## config.mk

```make
export PLATFORM = sky130hd
export DESIGN_NAME = trap_capture_unit
export DESIGN_NICKNAME = d
export VERILOG_FILES = /design/src/rtl/trap_cap_pkg.sv /design/src/rtl/tcu_wr_decode.sv /design/src/rtl/tcu_flag.sv /design/src/rtl/tcu_origin.sv /design/src/rtl/trap_capture_unit.sv
export SDC_FILE = /design/constraint.sdc
export NUM_CORES = 1
export LEC_CHECK = 0
export BUFFER_PORTS_ARGS = -buffer_cell sky130_fd_sc_hd__buf_2
export CAP_MARGIN = 40
export CORE_MARGIN = 8
export CORE_UTILIZATION = 45
export CTS_BUF_LIST = sky130_fd_sc_hd__clkbuf_8
export CTS_CLUSTER_DIAMETER = 30
export DETAILED_ROUTE_END_ITERATION = 7
export PLACE_DENSITY = 0.88
export SKIP_LAST_GASP = 1
export SYNTH_ARGS = -nofsm -noshare
export SYNTH_HDL_FRONTEND = slang
export SYNTH_SLANG_ARGS = --single-unit
```

## constraint.sdc

```tcl
create_clock -name clk_i -period 2.05 [get_ports clk_i]
set_input_delay 0.205 -clock clk_i [delete_from_list [all_inputs] [get_ports clk_i]]
set_output_delay 0.205 -clock clk_i [all_outputs]
set_load 0.01 [all_outputs]
```

## src/rtl/trap_cap_pkg.sv

```systemverilog
package trap_cap_pkg;
  typedef enum logic {
    SEL_STAT = 1'b0,
    SEL_ORIG = 1'b1
  } wr_sel_e;
endpackage

```

## src/rtl/tcu_wr_decode.sv

```systemverilog
module tcu_wr_decode
  import trap_cap_pkg::*;
#(
  parameter int ADDR_W = 24
) (
  input  logic              wr_en_i,
  input  logic              wr_sel_i,
  input  logic [ADDR_W-1:0] wr_data_i,
  output logic              flag_clr_o,
  output logic              orig_clr_o
);
  wr_sel_e sel;
  assign sel = wr_sel_e'(wr_sel_i);

  // status target: only a 0 in bit 0 acts; a 1 can never set the flag
  assign flag_clr_o = wr_en_i && (sel == SEL_STAT) && !wr_data_i[0];
  // origin target: only an all-zero write acts
  assign orig_clr_o = wr_en_i && (sel == SEL_ORIG) && (wr_data_i == '0);
endmodule

```

## src/rtl/tcu_flag.sv

```systemverilog
module tcu_flag (
  input  logic clk_i,
  input  logic rst_ni,
  input  logic set_i,
  input  logic clr_i,
  output logic flag_o
);
  always_ff @(posedge clk_i or negedge rst_ni) begin
    if (!rst_ni)     flag_o <= 1'b0;
    else if (set_i)  flag_o <= 1'b1;  // hardware set wins over software clear
    else if (clr_i)  flag_o <= 1'b0;
  end
endmodule

```

## src/rtl/tcu_origin.sv

```systemverilog
module tcu_origin #(
  parameter int ADDR_W = 24,
  parameter int LVL_W  = 4
) (
  input  logic              clk_i,
  input  logic              rst_ni,
  input  logic              trap_i,
  input  logic [ADDR_W-1:0] pc_i,
  input  logic [LVL_W-1:0]  lvl_i,
  input  logic              clr_i,
  output logic [ADDR_W-1:0] addr_o,
  output logic              valid_o
);
  localparam logic [LVL_W-1:0] LVL_LIMIT = LVL_W'(1) << (LVL_W - 1);

  logic lvl_ok, armed, capture;
  assign lvl_ok  = lvl_i < LVL_LIMIT;
  assign armed   = !valid_o || clr_i;  // clear applies before capture
  assign capture = trap_i && lvl_ok && armed;

  always_ff @(posedge clk_i or negedge rst_ni) begin
    if (!rst_ni) begin
      addr_o  <= '0;
      valid_o <= 1'b0;
    end else if (capture) begin
      addr_o  <= pc_i;
      valid_o <= 1'b1;
    end else if (clr_i) begin
      addr_o  <= '0;
      valid_o <= 1'b0;
    end
  end
endmodule

```

## src/rtl/trap_capture_unit.sv

```systemverilog
module trap_capture_unit #(
  parameter int ADDR_W = 24,
  parameter int LVL_W  = 4
) (
  input  logic              clk_i,
  input  logic              rst_ni,
  input  logic              trap_evt_i,
  input  logic [ADDR_W-1:0] trap_pc_i,
  input  logic [LVL_W-1:0]  cur_lvl_i,
  input  logic              wr_en_i,
  input  logic              wr_sel_i,
  input  logic [ADDR_W-1:0] wr_data_i,
  output logic              trap_act_o,
  output logic [ADDR_W-1:0] orig_addr_o,
  output logic              orig_valid_o
);
  logic flag_clr, orig_clr;

  tcu_wr_decode #(.ADDR_W(ADDR_W)) u_dec (
    .wr_en_i   (wr_en_i),
    .wr_sel_i  (wr_sel_i),
    .wr_data_i (wr_data_i),
    .flag_clr_o(flag_clr),
    .orig_clr_o(orig_clr)
  );

  tcu_flag u_flag (
    .clk_i (clk_i),
    .rst_ni(rst_ni),
    .set_i (trap_evt_i),
    .clr_i (flag_clr),
    .flag_o(trap_act_o)
  );

  tcu_origin #(.ADDR_W(ADDR_W), .LVL_W(LVL_W)) u_orig (
    .clk_i  (clk_i),
    .rst_ni (rst_ni),
    .trap_i (trap_evt_i),
    .pc_i   (trap_pc_i),
    .lvl_i  (cur_lvl_i),
    .clr_i  (orig_clr),
    .addr_o (orig_addr_o),
    .valid_o(orig_valid_o)
  );
endmodule

```

==> results summary <==
The run finished with clean final reports. The count of H-tree levels built during CTS came out at 1. The initial standard-cell utilization of the core is 0.466. The detailed router's first-iteration violation count is 105. For the final database, setup skew stands at 0.00550 ns.

In this run the remaining antenna-violating nets after routing total 0. In the synthesized netlist the async set-or-reset flop fraction comes to 1.00. The first global-routing pass estimated 5330 microns of wire. The number of input and output port buffers inserted came out at 79.

The number of distinct library cell variants in the gate-level netlist after synthesis is 20. The total track usage came out at 0.152. At the pin with the least slew margin, the transition time is 0.556 ns. The number of failing hold endpoints at the final stage came out at 0. The clock tree from TritonCTS is built. The ratio of routed vias to standard cells came out at 5.50. The register share of total power is 0.504. The worst max-slew margin expressed relative to the limit came out at 0.630. The register cell area after layout is 651 sq um. Synthesis produced 75 cells. Across the VDD grid, the largest voltage drop is 0.571 mV. The number of hold buffers added after CTS was 1. The cell-internal power came out at 0.000954 W. Of the post-synthesis cell area, the dominant cell type holds 0.568. The critical path is of the in -> reg type. The power density over cell area came out at 791 nW/um^2. The number of nets at the end of the flow is 213. The clock latency of the later-clocked register in the worst-skew pair is 0.26 ns. sky130_fd_sc_hd__dfrtp_1 takes more of the synthesized area than any other cell.

Setup repair after global routing left no endpoint under its margin. The number of synthesized flops with an enable pin is 0. The category of the worst setup path capture point is a register. The start of the worst register-to-register path is u_orig.valid_o$_DFFE_PN0P_.

The residual DRC count came out at 0. The first element of the critical path is wr_data_i[11]. The hold path depth came out at 2.

The number of gates resized after CTS was 0. The final core utilization came out at 0.660. The clock edge transition at the registers on the reported setup and hold paths is 0.08 ns.

Of the total power, the share spent switching nets is 0.255. A synthesized cell averages 15.3 sq um. The worst path arrival time is 1.46 ns.

In the synthesized netlist the dominant register cell turns out to be sky130_fd_sc_hd__dfrtp_1. The number of global-route vias before repair came out at 1160. The combinational share of power came out at 0.253. The portion of total power attributed to the clock network came out at 0.243.

The hold path startpoint is trap_evt_i. The final clock period utilization by the worst path is 0.642. Counting every sink on the clock net gives 26. The final weighted congestion in routability-driven placement came out at 0.741. The wire length after detailed routing came out at 3240 microns. The total inserted antenna cells came out at 0. The Yosys step of the flow raised 0 warnings.

The filler cells instantiated in the layout total 196. The width of the die is 66.4 microns. The area of the mapped netlist came out at 1140 sq um.

The number of register bits inferred by synthesis came out at 26. The number of endpoints failing setup at the final stage came out at 0. The die covers 4410 sq um.

The core area is 2450 sq um. The number of violations of the max-capacitance limit came out at 0. For the worst setup path, the data required time is 2.20 ns.

The total number of placement rows came out at 18. The most instantiated library cell after synthesis is sky130_fd_sc_hd__dfrtp_1. The final HPWL from detailed placement is 2730 microns. The tree is rooted in a sky130_fd_sc_hd__clkbuf_8. After routing, the total negative slack on setup checks comes to 0 ns.

Sorting the synthesized cells by how often they occur yields 26 x sky130_fd_sc_hd__dfrtp_1, 23 x sky130_fd_sc_hd__a32o_2, 3 x sky130_fd_sc_hd__buf_2. The number of antenna violations at the first check in global routing is 0. The number of nets handed over by synthesis was 132. After detailed routing, the average wire length per cell comes to 17.5 microns.

After synthesis, the cell types taking the most area are sky130_fd_sc_hd__dfrtp_1 57%, sky130_fd_sc_hd__a32o_2 23%, sky130_fd_sc_hd__buf_8 2.6%. The clock period minus worst slack is 1.32 ns. The leakage power summed over all cells is 0.923 nW. Timing would allow up to 760 MHz.

The total via count in the routed design is 1017. The share of post-route cells with drive strength above 1 came out at 0.755. Counting along the longest clock path gives a buffer depth of 2. The CTS buffer count is 3. The min-delay analysis places its worst path in the category in -> reg.

The detailed-router iteration count before antenna repair is 4. The die boundary height is 66.4 microns. The max-slew violation count came out at 0. The global route total overflow is 0.

From synthesis to final layout, the design area changed by 41.4%. The number of I/O pins came out at 83. The multi-input combinational cell area is 433 sq um. The pin count of the biggest net entering global routing is 27.

The worst register-to-register path has a depth of 4. The switching component of the power came out at 0.000327 W. The number of buffers inserted by post-CTS setup repair came out at 0. STA classifies the critical path startpoint as an input pin. The maximum fanout count along the critical path came out at 14.

The sequential-to-total area share from yosys stat is 0.568. The setup check on the worst reg-to-reg path leaves a slack of 0.78 ns.
## flip-flops by register name (all words and copies together), names as in the netlist
| register | cells |
|---|---|
| u_orig.addr_o | 24 |
| u_flag.flag_o | 1 |
| u_orig.valid_o | 1 |
## cell type report
class                      instances  share of cell area
sequential                        26               0.402
tap                               30              0.0232
timing repair buffer              84               0.274
clock buffer                       4              0.0340
multi-input combinational         41               0.267
## logic make-up after synthesis
| logic type | share of synthesized area |
|---|---|
| AOI/OAI and AO/OA | 0.258 |
| and+or+nand+nor | 0.118 |
| DFF | 0.568 |
| buffers and inverters | 0.0557 |
## path summary, 6_finish.rpt
path / endpoint
setup reg to reg: u_orig.addr_o[8]$_DFFE_PN0P_
hold / removal: u_flag.flag_o$_DFFE_PN0P_
hold reg to reg: u_orig.addr_o[4]$_DFFE_PN0P_
max in group asynchronous: u_orig.addr_o[7]$_DFFE_PN0P_
setup / recovery: u_orig.addr_o[8]$_DFFE_PN0P_
min in group asynchronous: u_orig.addr_o[6]$_DFFE_PN0P_
## power by group through the flow
stage | Sequential (W) | Clock, W | Combinational, W
floorplan | 0.000698 | 0 | 0.000107
global placement | 0.000648 | 0 | 0.000319
detailed placement | 0.000656 | 0 | 0.000333
CTS | 0.000646 | 0.000318 | 0.000334
global route | 0.000658 | 0.000342 | 0.000354
finish | 0.000646 | 0.000311 | 0.000324
## critical path, cell delays in order
cell	delay, ns
sky130_fd_sc_hd__buf_2	0.09
sky130_fd_sc_hd__nor4_1	0.32
sky130_fd_sc_hd__and4_1	0.27
sky130_fd_sc_hd__a21oi_2	0.15
sky130_fd_sc_hd__buf_6	0.19
sky130_fd_sc_hd__a32o_2	0.23
## metal layers
metal / vias up / wire length [microns] / track usage
li1: 474 / - / -
met1: 475 / 1260 / 0.174
met2: 64 / 1530 / 0.253
met3: 4 / 403 / 0.0576
met4: 0 / 44 / 0.0480
met5: - / 0 / 0
## cell usage in the layout (no fill, tap or decap)
master                          Yosys  layout
sky130_fd_sc_hd__a21oi_2            1       1
sky130_fd_sc_hd__nor2b_2            0       1
sky130_fd_sc_hd__dlygate4sd3_1      0       1
sky130_fd_sc_hd__and3_4             1       1
sky130_fd_sc_hd__nor4b_4            1       1
sky130_fd_sc_hd__nor4_2             2       2
sky130_fd_sc_hd__a21bo_1            1       1
sky130_fd_sc_hd__buf_6              1       2
sky130_fd_sc_hd__nor4_1             2       2
sky130_fd_sc_hd__nand2b_1           2       2
sky130_fd_sc_hd__and4_1             1       1
sky130_fd_sc_hd__buf_4              0       2
sky130_fd_sc_hd__clkbuf_8           0       4
sky130_fd_sc_hd__a32o_2            23      23
sky130_fd_sc_hd__nor4_4             1       1
sky130_fd_sc_hd__a32o_1             1       1
sky130_fd_sc_hd__buf_2              3      79
sky130_fd_sc_hd__a21o_1             1       1
sky130_fd_sc_hd__dfrtp_1           26      26
sky130_fd_sc_hd__nor2_1             1       1
sky130_fd_sc_hd__nor2b_1            2       1
sky130_fd_sc_hd__nand2_1            1       1
## metrics by stage
| stage | power (W) | hold WS, ns | instances | area, sq um | setup slack, ns |
|---|---|---|---|---|---|
| 4_1_cts | 0.00130 | 0.150 | 185 | 1620 | 0.722 |
| 3_5_place_dp | 0.000989 | 0.226 | 180 | 1550 | 0.448 |
| 6_report | 0.00128 | 0.152 | 185 | 1620 | 0.734 |
| 5_1_grt | 0.00135 | 0.157 | 185 | 1620 | 0.669 |
| 3_3_place_gp | 0.000967 | 0.217 | 178 | 1530 | 0.349 |
| 2_1_floorplan | 0.000805 | -0.0906 | 75 | 1140 | 0.745 |
Note: power is estimated with default switching activity, not from simulation.
